### config.mk
export PLATFORM = sky130hd
export DESIGN_NAME = pulse_synapse
export DESIGN_NICKNAME = d
export VERILOG_FILES = /design/src/rtl/syn_pkg.sv /design/src/rtl/syn_frame_fsm.sv /design/src/rtl/syn_addend.sv /design/src/rtl/syn_accum.sv /design/src/rtl/syn_result.sv /design/src/rtl/pulse_synapse.sv
export SDC_FILE = /design/constraint.sdc
export NUM_CORES = 1
export LEC_CHECK = 0
export BUFFER_PORTS_ARGS = -buffer_cell sky130_fd_sc_hd__buf_2
export CAP_MARGIN = 20
export CORE_AREA = 8 8 84 86
export CTS_BUF_LIST = sky130_fd_sc_hd__clkbuf_16
export CTS_CLUSTER_DIAMETER = 50
export DETAILED_ROUTE_END_ITERATION = 10
export DIE_AREA = 0 0 92 94
export GPL_TIMING_DRIVEN = 0
export HOLD_SLACK_MARGIN = 0.02
export PLACE_DENSITY = 0.75
export SLEW_MARGIN = 20
export SYNTH_ARGS = -nofsm -noshare
export SYNTH_HDL_FRONTEND = slang
export SYNTH_SLANG_ARGS = --single-unit
### constraint.sdc
create_clock -name clk -period 2.7 [get_ports clk]
set_input_delay 0.27 -clock clk [delete_from_list [all_inputs] [get_ports clk]]
set_output_delay 0.27 -clock clk [all_outputs]
set_load 0.005 [all_outputs]
### src/rtl/syn_pkg.sv
package syn_pkg;

    typedef enum logic [0:0] {
        SYN_IDLE = 1'b0,
        SYN_RUN  = 1'b1
    } syn_state_t;

endpackage

### src/rtl/syn_frame_fsm.sv
module syn_frame_fsm
    import syn_pkg::*;
(
    input  logic clk,
    input  logic rst_n,
    input  logic frame_start,
    output logic acc_restart,
    output logic acc_enable,
    output logic publish
);

    syn_state_t state_q;
    syn_state_t state_d;

    // next-state: FIRST_START, WAIT_START, FRAME_CLOSE, ACCUMULATE
    always_comb begin
        state_d = state_q;
        unique case (state_q)
            SYN_IDLE: if (frame_start) state_d = SYN_RUN;
            SYN_RUN:  state_d = SYN_RUN;
            default:  state_d = SYN_IDLE;
        endcase
    end

    always_ff @(posedge clk) begin
        if (!rst_n) state_q <= SYN_IDLE;
        else        state_q <= state_d;
    end

    // outputs
    always_comb begin
        acc_restart = 1'b0;
        acc_enable  = 1'b0;
        publish     = 1'b0;
        unique case (state_q)
            SYN_IDLE: begin
                acc_restart = frame_start;
            end
            SYN_RUN: begin
                acc_restart = frame_start;
                acc_enable  = 1'b1;
                publish     = frame_start;
            end
            default: begin
                acc_restart = 1'b0;
            end
        endcase
    end

endmodule

### src/rtl/syn_addend.sv
module syn_addend #(
    parameter int WEIGHT_W = 12,
    parameter int ACC_W    = 20
) (
    input  logic                       pulse_in,
    input  logic signed [WEIGHT_W-1:0] weight,
    output logic signed [ACC_W-1:0]    addend
);

    localparam int EXT_W = ACC_W - WEIGHT_W;

    logic signed [ACC_W-1:0] weight_ext;

    generate
        if (EXT_W > 0) begin : g_extend
            assign weight_ext = {{EXT_W{weight[WEIGHT_W-1]}}, weight};
        end else begin : g_same
            assign weight_ext = weight;
        end
    endgenerate

    assign addend = pulse_in ? weight_ext : '0;

endmodule

### src/rtl/syn_accum.sv
module syn_accum #(
    parameter int ACC_W = 20
) (
    input  logic                    clk,
    input  logic                    rst_n,
    input  logic                    restart,
    input  logic                    enable,
    input  logic signed [ACC_W-1:0] addend,
    output logic signed [ACC_W-1:0] acc
);

    always_ff @(posedge clk) begin
        if (!rst_n)       acc <= '0;
        else if (restart) acc <= addend;
        else if (enable)  acc <= acc + addend;
    end

endmodule

### src/rtl/syn_result.sv
module syn_result #(
    parameter int ACC_W = 20
) (
    input  logic                    clk,
    input  logic                    rst_n,
    input  logic                    publish,
    input  logic signed [ACC_W-1:0] acc,
    output logic signed [ACC_W-1:0] product_out,
    output logic                    product_vld
);

    always_ff @(posedge clk) begin
        if (!rst_n) begin
            product_out <= '0;
            product_vld <= 1'b0;
        end else begin
            product_vld <= publish;
            if (publish) product_out <= acc;
        end
    end

endmodule

### src/rtl/pulse_synapse.sv
module pulse_synapse #(
    parameter int WEIGHT_W = 12,
    parameter int CNT_W    = 8
) (
    input  logic                                clk,
    input  logic                                rst_n,
    input  logic                                frame_start,
    input  logic                                pulse_in,
    input  logic signed [WEIGHT_W-1:0]          weight,
    output logic signed [WEIGHT_W+CNT_W-1:0]    product_out,
    output logic                                product_vld
);

    localparam int ACC_W = WEIGHT_W + CNT_W;

    logic                    acc_restart;
    logic                    acc_enable;
    logic                    publish;
    logic signed [ACC_W-1:0] addend;
    logic signed [ACC_W-1:0] acc;

    syn_frame_fsm u_fsm (
        .clk         (clk),
        .rst_n       (rst_n),
        .frame_start (frame_start),
        .acc_restart (acc_restart),
        .acc_enable  (acc_enable),
        .publish     (publish)
    );

    syn_addend #(.WEIGHT_W(WEIGHT_W), .ACC_W(ACC_W)) u_addend (
        .pulse_in (pulse_in),
        .weight   (weight),
        .addend   (addend)
    );

    syn_accum #(.ACC_W(ACC_W)) u_accum (
        .clk     (clk),
        .rst_n   (rst_n),
        .restart (acc_restart),
        .enable  (acc_enable),
        .addend  (addend),
        .acc     (acc)
    );

    syn_result #(.ACC_W(ACC_W)) u_result (
        .clk         (clk),
        .rst_n       (rst_n),
        .publish     (publish),
        .acc         (acc),
        .product_out (product_out),
        .product_vld (product_vld)
    );

endmodule

==> results of run 1 <==
registers in the layout (all words and copies together), names as in the netlist:
name                  count
u_result.product_vld      1
u_result.product_out     20
u_fsm.state_q             1
u_accum.acc              20
power breakdown:
group          internal (mW)  switching (mW)
Sequential             0.648          0.0305
Clock                  0.338           0.262
Combinational          0.143           0.227
how the worst min path moves through the flow:
stage,startpoint,endpoint,slack (ns),cells past startpoint
2_1_floorplan,u_accum.acc[7],u_result.product_out[7],0.44,2
3_3_place_gp,u_result.product_out[5],u_result.product_out[5],0.44,2
4_1_cts,weight[3],u_accum.acc[3],0.28,3
3_5_place_dp,u_result.product_out[17],u_result.product_out[17],0.44,2
5_1_grt,rst_n,u_accum.acc[16],0.29,2
6_report,weight[2],u_accum.acc[2],0.28,3
stage by stage:
stage                     power [mW]  cells  hold slack, ns
final                           1.65    501           0.276
after global placement          1.04    494           0.441
after CTS                       1.63    501           0.279
after global routing            1.70    501           0.291
after floorplan                0.949    385           0.445
after detailed placement        1.05    494           0.443
worst reg2reg max path: stages (launching register included):
cell,delay (ns)
dfxtp_1,0.37
ha_2,0.22
inv_1,0.06
fa_1,0.37
and2b_2,0.27
o2111ai_4,0.14
a21oi_4,0.25
o31a_1,0.30
nor4_1,0.08
a31o_2,0.24
a311oi_2,0.24
what timing repair did:
action                                  4_1_cts  5_1_grt
gates cloned                                  0        0
resized for setup                             2        3
endpoints found under the setup margin        6        3
pin swaps                                     1        1
metal layers:
| metal | share of wire | GRT usage |
|---|---|---|
| met2 | 0.43 | 0.306 |
| met4 | 0.026 | 0.0846 |
| met3 | 0.11 | 0.0448 |
| met5 | 0 | 0 |
| met1 | 0.44 | 0.255 |
area by class of cell:
class,count,area (um^2)
clock buffer,5,125
tap,75,93.8
buffer,27,185
inverter,14,52.6
timing repair buffer,34,173
sequential,42,841
multi-input combinational,301,1890
fill,534,2370
clock inverter,3,16.3
cell families after synthesis:
family / share of synthesized area
buffers and inverters: 0.0820
multiplexers: 0.0242
flip-flops: 0.285
AND/OR/NAND/NOR: 0.251
AO/OA/AOI/OAI: 0.292
XOR/XNOR: 0.0119
adder cells (fa/ha/maj): 0.0535
cell usage in the layout, fill, tap and decap left out, types with 5 or more instances in the layout:
cell	Yosys	layout
clkbuf_8	6	6
nor2_1	22	22
a221oi_1	5	5
inv_1	13	13
buf_2	1	34
nand4_1	7	7
o21ai_0	10	10
a211oi_1	7	7
mux2i_1	6	6
o21a_1	6	6
nor3_1	8	8
a21oi_1	46	46
and3_1	5	5
clkbuf_1	15	14
a21o_1	5	5
and2_1	8	8
dfxtp_1	42	42
ha_1	11	10
clkbuf_16	0	5
nand2_1	66	66
nand3_1	13	13
==> out/metrics.csv, run 1 <==
metric,value,unit
status,"complete, no violations",
critical-path cell list,ha_2 > inv_1 > fa_1 > and2b_2 > o2111ai_4 > a21oi_4 > o31a_1 > nor4_1 > a31o_2 > a311oi_2,
GR Util All Layers,0.197,
pin count of the biggest net entering global routing,17,
Final HPWL DP,6.35,mm
total number of vias,3088,
Worst path max stage delay,0.37,ns
CTS tree,done,
worst r2r src,u_accum.acc[0],
Final Util,0.587,
GR Overflow Total,0,
Starting Density,0.513,
vias in the first global route,2885,
ys async rst share,0,
Fmax,0.380,GHz
most frequent cell after synthesis,nand2_1,
Least-Margin Pin Slew,0.596,ns
H-tree Lvls,2,
Crit Path Max Fanout,6,
post-synthesis cell area,2950,um^2
Syn Area/Cell,7.65,um^2
critical path type,flop to flop,
Syn Inst Count,385,
antenna violations before repair,0,
Worst-path clk slew,0.07,ns
I/O pins,37,
Post-synth EDFFs,0,
via/cell ratio,6.16,
Nets,453,
reg2reg end,u_accum.acc[12],
# hold bufs at CTS,0,
crit-path leading delay family,compound AO/OA/AOI/OAI gates,
Core Region,5750,um^2
Antenna Violating Nets Remaining,0,
flop2flop setup slack,0.07,ns
CP Depth,10,
fin crit share,0.975,
area delta synth->final,14.5,%
wire per inst,17.3,um
die area,8650,um^2
Ant. Diodes,0,
die width,92,um
crit path from,u_accum.acc[0],
Sink Count,42,
register area share after synthesis,0.285,
root buffer cell,clkbuf_16,
Initial DRT Pass Iterations,6,
std cell rows,28,
Yosys cell types,76,
cells on worst reg2reg path,10,
initial DRC count,371,
synth warn,0,
"Slew Viols, Final",0,
Worst Path Required,2.90,ns
crit path buf inv count,1,
Synth area leaders,"dfxtp_1 29%, nand2_1 8.4%, a21oi_1 7.8%, ha_1 4.7%, clkbuf_8 2.8%",
# DRC,0,
first-pass GRT wire length,14.1,mm
worst min path class,input port to flop,
RSZ-0062 raised after global routing,yes,
drt total wl,8.69,mm
Peak VDD IR,0.265,mV
Yosys top cell by area,dfxtp_1,
startpoint types,flop,
"Clk Latency, worst-skew pair",0.29,ns
Setup TNS,0,ns
"flops & latches, synth",42,
final worst slack,0.0673,ns
Post-Place Setup Slack,-0.607,ns
number of setup violations in the final report,0,
CTS Buffer Depth,2,
Post-CTS Setup Inserts,0,
Num CTS Buffers,5,
Relative slew margins,0.603,
share of layout cells above drive strength 1,0.167,
gp weighted congestion,0.932,
fin crit period,2.63,ns
max cap viols,0,
Die Ht,94,um
PortBufs,34,
dpl cell area,3210,um^2
slowest library cell on the worst path,dfxtp_1,
syn nets,413,
count of final hold-check violations,0,
skew final,0.00980,ns
Yosys top cell area share,0.285,
leakage,1.41,nW
most instantiated cells after synthesis,"66 x nand2_1, 46 x a21oi_1, 42 x dfxtp_1",
Pwr per Cell Area,489,nW/um^2
Crit. End Element,flop,
ys flop type,dfxtp_1,
post-route cell area,3370,um^2
arrival time at the worst endpoint,2.84,ns
Worst Setup EP,u_accum.acc[12],
Note: power is estimated with default switching activity, not from simulation.
==> run 2: changes to the inputs <==
CTS_BUF_LIST = not set   (was sky130_fd_sc_hd__clkbuf_16)
REMOVE_ABC_BUFFERS = 1   (was not set)
==> out/metrics.csv, run 2 (synthesis results as in run 1) <==
metric,value,unit,change
Fmax,0.387,GHz,was 0.380 GHz
total power,1.52,mW,was 1.65 mW
Crit Path Max Fanout,4,,was 6
FF/Latch Area,842,um^2,was 841 um^2
Die Ht,94,um,unchanged
std cell rows,28,,unchanged
most frequent cells in the layout,"66 x nand2_1, 46 x a21oi_1, 41 x dfxtp_1",,"was 66 x nand2_1, 46 x a21oi_1, 42 x dfxtp_1"
startpoint types,flop,,unchanged
root buffer cell,clkbuf_8,,was clkbuf_16
initial DRC count,131,,was 371
RSZ-0062 raised after global routing,yes,,unchanged
Crit. End Element,flop,,unchanged
skew final,0.00326,ns,was 0.00980 ns
H-tree Lvls,2,,unchanged
I/O pins,37,,unchanged
max cap viols,0,,unchanged
area delta synth->final,8.58,%,was 14.5%
cell depth of the worst hold path,3,,unchanged
"commonest non-fill, non-tap cell in the layout",nand2_1,,unchanged
wire per inst,15.8,um,was 17.3 um
Initial DRT Pass Iterations,4,,was 6
count of final hold-check violations,0,,unchanged
Final Util,0.557,,was 0.587
first-pass GRT wire length,12.6,mm,was 14.1 mm
number of setup violations in the final report,0,,unchanged
fin crit share,0.956,,was 0.975
arrival time at the worst endpoint,2.80,ns,was 2.84 ns
post-route cell area,3200,um^2,was 3370 um^2
"Clk Latency, worst-skew pair",0.30,ns,was 0.29 ns
PortBufs,36,,was 34
pin count of the biggest net entering global routing,47,,was 17
Antenna Violating Nets Remaining,0,,unchanged
worst min path class,input port to flop,,unchanged
# hold bufs at CTS,0,,unchanged
Core Region,5750,um^2,unchanged
critical path type,flop to flop,,unchanged
status,"complete, no violations",,unchanged
fin crit period,2.58,ns,was 2.63 ns
Pwr per Cell Area,474,nW/um^2,was 489 nW/um^2
Ant. Diodes,0,,unchanged
antenna violations before repair,0,,unchanged
# DRC,0,,unchanged
drt total wl,7.59,mm,was 8.69 mm
GR Util All Layers,0.173,,was 0.197
die width,92,um,unchanged
fillers,543,,was 534
Regs by FF count,"u_accum.acc: 20 flops, u_result.product_out: 20 flops",,unchanged
gp weighted congestion,0.897,,was 0.932
Relative slew margins,0.339,,was 0.603
multi-input logic area,1890,um^2,about the same
share of layout cells above drive strength 1,0.166,,was 0.167
Worst-path clk slew,0.09,ns,was 0.07 ns
Worst Path Required,2.92,ns,was 2.90 ns
Peak VDD IR,0.310,mV,was 0.265 mV
total number of vias,2884,,was 3088
Nets,431,,was 453
die area,8650,um^2,unchanged
Least-Margin Pin Slew,0.989,ns,was 0.596 ns
Starting Density,0.513,,unchanged
CTS Buffer Depth,2,,unchanged
CTS tree,done,,unchanged
dpl cell area,3030,um^2,was 3210 um^2
"Slew Viols, Final",0,,unchanged
leakage,1.33,nW,was 1.41 nW
Sink Count,42,,unchanged
worst hold slack,0.255,ns,was 0.276 ns
vias in the first global route,2672,,was 2885
GR Overflow Total,0,,unchanged
via/cell ratio,6.02,,was 6.16
cells on worst reg2reg path,10,,unchanged
Num CTS Buffers,5,,unchanged
Final HPWL DP,5.31,mm,was 6.35 mm
==> run 2: metal layers <==
metal / track usage / part of all wire
met5: 0 / 0
met4: 0.0523 / 0.021
met3: 0.0376 / 0.067
met2: 0.307 / 0.49
met1: 0.204 / 0.43
==> run 2: repair_timing <==
item	in CTS	in global routing
pin swaps	1	2
endpoints found under the setup margin	3	2
gates resized for setup	3	3
setup buffers	0	2
==> run 2: final timing paths <==
check,startpoint,to,slack (ns)
max,u_accum.acc[0],u_accum.acc[12],0.12
max reg2reg,u_accum.acc[0],u_accum.acc[12],0.12
min,weight[7],u_accum.acc[7],0.25
min reg2reg,u_result.product_out[5],u_result.product_out[5],0.45
==> run 2: area by class of cell <==
| type | count | area share |
|---|---|---|
| multi-input combinational | 301 | 0.590 |
| sequential | 42 | 0.263 |
| timing repair buffer | 39 | 0.0665 |
| tap | 75 | 0.0293 |
| clock buffer | 6 | 0.0227 |
| inverter | 14 | 0.0164 |
| clock inverter | 2 | 0.0117 |
==> run 2: worst max-delay path, cell delays in order (launching register included) <==
cell and delay, ns:
dfxtp_1 0.34, ha_2 0.22, inv_1 0.08, fa_2 0.20, and2b_2 0.25, o2111ai_4 0.22, a21oi_4 0.09, o31a_1 0.35
or4_1 0.40, and3_1 0.18, a311oi_2 0.17
==> run 2: power breakdown <==
| part | internal, mW | switching [mW] |
|---|---|---|
| clock | 0.276 | 0.233 |
| sequential | 0.648 | 0.0447 |
| combinational | 0.123 | 0.190 |
| total | 1.05 | 0.468 |
==> run 2: per-stage QoR <==
stage	worst slack, ns	instances	setup TNS, ns
4_1_cts	0.0144	476	0
3_3_place_gp	-0.305	468	-1.08
2_1_floorplan	0.192	357	0
3_5_place_dp	-0.364	468	-1.50
5_1_grt	-0.0136	479	-0.0136
6_report	0.119	479	0
==> run 3: changes to the inputs <==
ABC_AREA = 1   (was not set)
CORE_AREA = 8 8 111 113   (was 8 8 84 86)
DIE_AREA = 0 0 119 121   (was 0 0 92 94)
PLACE_DENSITY = not set   (was 0.75)
SYNTH_HIERARCHICAL = 1   (was not set)
==> out/metrics.csv, run 3 <==
metric,value,unit,change
startpoint types,flop,,unchanged
Worst path max stage delay,0.37,ns,was 0.40 ns
H-tree Lvls,2,,unchanged
Initial DRT Pass Iterations,4,,unchanged
synth warn,6,,was 0
# hold bufs at CTS,0,,unchanged
ys async rst share,0,,unchanged
via/cell ratio,4.40,,was 6.02
CTS tree,done,,unchanged
met3 wire len,304,um,was 505 um
gp weighted congestion,0.844,,was 0.897
"Slew Viols, Final",0,,unchanged
root buffer cell,clkbuf_8,,unchanged
Regs by FF count,"u_accum/acc: 20 flops, u_result/product_out: 20 flops",,"was u_accum.acc: 20 flops, u_result.product_out: 20 flops"
critical path type,flop to flop,,unchanged
Inst Count DP,641,,was 468
Worst-path clk slew,0.09,ns,about the same
"commonest non-fill, non-tap cell in the layout",nand2_1,,unchanged
wire per inst,11.4,um,was 15.8 um
initial DRC count,179,,was 131
multi-input logic area,1800,um^2,was 1890 um^2
Worst Path Required,2.93,ns,was 2.92 ns
number of setup violations in the final report,0,,unchanged
worst min path class,input port to flop,,unchanged
Post-CTS Setup Inserts,0,,unchanged
post-synthesis cell area,3110,um^2,was 2950 um^2
status,"complete, no violations",,unchanged
Crit Path Max Fanout,5,,was 4
Syn Area/Cell,6.38,um^2,was 7.65 um^2
drt total wl,7.40,mm,was 7.59 mm
Fmax,0.466,GHz,was 0.387 GHz
Yosys top cell by area,dfxtp_1,,unchanged
fillers,1173,,was 543
post-route met1 wirelength,3.55,mm,was 3.23 mm
critical-path cell list,ha_1 > inv_1 > fa_1 > inv_1 > nand3_1 > nand3_1 > nand2_1 > nand2_1 > nand2_1 > nand3b_1 > nand3_1 > a21oi_1,,was ha_2 > inv_1 > fa_2 > and2b_2 > o2111ai_4 > a21oi_4 > o31a_1 > or4_1 > and3_1 > a311oi_2
arrival time at the worst endpoint,2.37,ns,was 2.80 ns
FF/Latch Area,841,um^2,was 842 um^2
Crit. End Element,flop,,unchanged
fin crit period,2.15,ns,was 2.58 ns
Starting Density,0.294,,was 0.513
register area share after synthesis,0.270,,was 0.285
most instantiated cells after synthesis,"143 x nand2_1, 71 x inv_1, 57 x nor2_1",,"was 66 x nand2_1, 46 x a21oi_1, 42 x dfxtp_1"
# DRC,0,,unchanged
area delta synth->final,8.16,%,was 8.58%
first-pass GRT wire length,12.8,mm,was 12.6 mm
RSZ-0062 raised after global routing,no,,was yes
Max Used Layer,met4,,unchanged
Yosys top cell area share,0.270,,was 0.285
Pwr per Cell Area,423,nW/um^2,was 474 nW/um^2
Ant. Diodes,0,,unchanged
pin count of the biggest net entering global routing,42,,was 47
count of final hold-check violations,0,,unchanged
antenna violations before repair,0,,unchanged
vias in the first global route,2850,,was 2672
Syn Inst Count,488,,was 385
Final Util,0.318,,was 0.557
Peak VDD IR,0.152,mV,was 0.310 mV
Die Ht,121,um,was 94 um
Finished Layout Cells,649,,was 479
Yosys cell types,31,,was 76
Resize count post-CTS,0,,was 3
most frequent cell after synthesis,nand2_1,,unchanged
share of layout cells above drive strength 1,0.151,,was 0.166
die width,119,um,was 92 um
ys flop type,dfxtp_1,,unchanged
total number of vias,2853,,was 2884
total power,1.42,mW,was 1.52 mW
skew final,0.0126,ns,was 0.00326 ns
die area,14400,um^2,was 8650 um^2
PortBufs,36,,unchanged
Nets,544,,was 431
CTS Buffer Depth,2,,unchanged
Num CTS Buffers,5,,unchanged
Synth area leaders,"dfxtp_1 27%, nand2_1 17%, inv_1 8.6%, ha_1 7.6%, nor2_1 6.9%",,"was dfxtp_1 29%, nand2_1 8.4%, a21oi_1 7.8%, ha_1 4.7%, clkbuf_8 2.8%"
Post-synth EDFFs,0,,unchanged
std cell rows,38,,was 28
Setup TNS,0,ns,unchanged
Sink Count,42,,unchanged
Core Region,10600,um^2,was 5750 um^2
GR Util All Layers,0.107,,was 0.173
slowest library cell on the worst path,fa_1,,was or4_1
Least-Margin Pin Slew,0.890,ns,was 0.989 ns
Antenna Violating Nets Remaining,0,,unchanged
leakage,1.74,nW,was 1.33 nW
fin crit share,0.795,,was 0.956
max cap viols,0,,unchanged
most frequent cells in the layout,"143 x nand2_1, 70 x inv_1, 56 x nor2_1",,"was 66 x nand2_1, 46 x a21oi_1, 41 x dfxtp_1"
"Clk Latency, worst-skew pair",0.31,ns,was 0.30 ns
routed wl met2,3.42,mm,was 3.69 mm
GR Overflow Total,0,,unchanged
Relative slew margins,0.406,,was 0.339
"flops & latches, synth",42,,unchanged
I/O pins,37,,unchanged
Final HPWL DP,5.39,mm,was 5.31 mm
## run 3: changes by cell type in the layout (fill, tap and decap cells not counted), moves of 13 or more
cell,before,now
nand2_1,66,143
inv_1,13,70
nor2_1,22,56
a21oi_1,46,30
a22oi_1,1,16
nand2_2,1,15
nand3_1,13,26
## run 3: cells by family after synthesis
family / Yosys count / share of synthesized area
buffers and inverters: 98 / 0.153
XOR/XNOR: 6 / 0.0169
flip-flops: 42 / 0.270
AND/OR/NAND/NOR: 265 / 0.369
AO/OA/AOI/OAI: 57 / 0.108
adder cells (fa/ha/maj): 20 / 0.0828
## run 3: metal layers
layer / GRT usage / vias up
met4: 0.0419 / 0
met2: 0.187 / 47
li1: - / 1545
met3: 0.0223 / 8
met1: 0.125 / 1253
met5: 0 / -
## run 3: path summary, 6_finish.rpt
kind | from | cells past startpoint | end | slack [ns]
worst max-delay path | u_accum/acc[0] | 12 | u_accum/acc[16] | 0.55
worst min-delay path | weight[4] | 5 | u_accum/acc[4] | 0.36
worst max register to register | u_accum/acc[0] | 12 | u_accum/acc[16] | 0.55
worst min register to register | u_result/product_out[6] | 2 | u_result/product_out[6] | 0.47
## run 3: layout make-up
| cell class | count | area share |
|---|---|---|
| Inverter | 75 | 0.0836 |
| Tap cell | 140 | 0.0520 |
| Timing Repair Buffer | 36 | 0.0535 |
| Multi-Input combinational cell | 348 | 0.534 |
| Sequential cell | 42 | 0.250 |
| Clock inverter | 1 | 0.00149 |
| Clock buffer | 7 | 0.0256 |
## run 3: power by group
part           internal (mW)  switching (mW)  leakage [nW]  total [mW]
clock network          0.207           0.233        0.0482       0.440
logic                  0.116           0.191          1.34       0.307
registers              0.656          0.0224         0.344       0.678
## run 3: through the flow
step	worst slack, ns	cell area [um^2]	hold slack (ns)
floorplan	0.905	2920	0.368
global placement	0.261	3270	0.453
detailed placement	0.244	3280	0.460
CTS	0.561	3370	0.346
global route	0.318	3370	0.386
finish	0.552	3370	0.359
## run 3: critical path, delay by kind of cell, from the launching register on
| family | cells | cell delay (ns) |
|---|---|---|
| adders and majority gates | 2 | 0.62 |
| buffers and inverters | 2 | 0.23 |
| and+or+nand+nor | 7 | 0.73 |
| DFF | 1 | 0.36 |
| AOI/OAI and AO/OA | 1 | 0.15 |
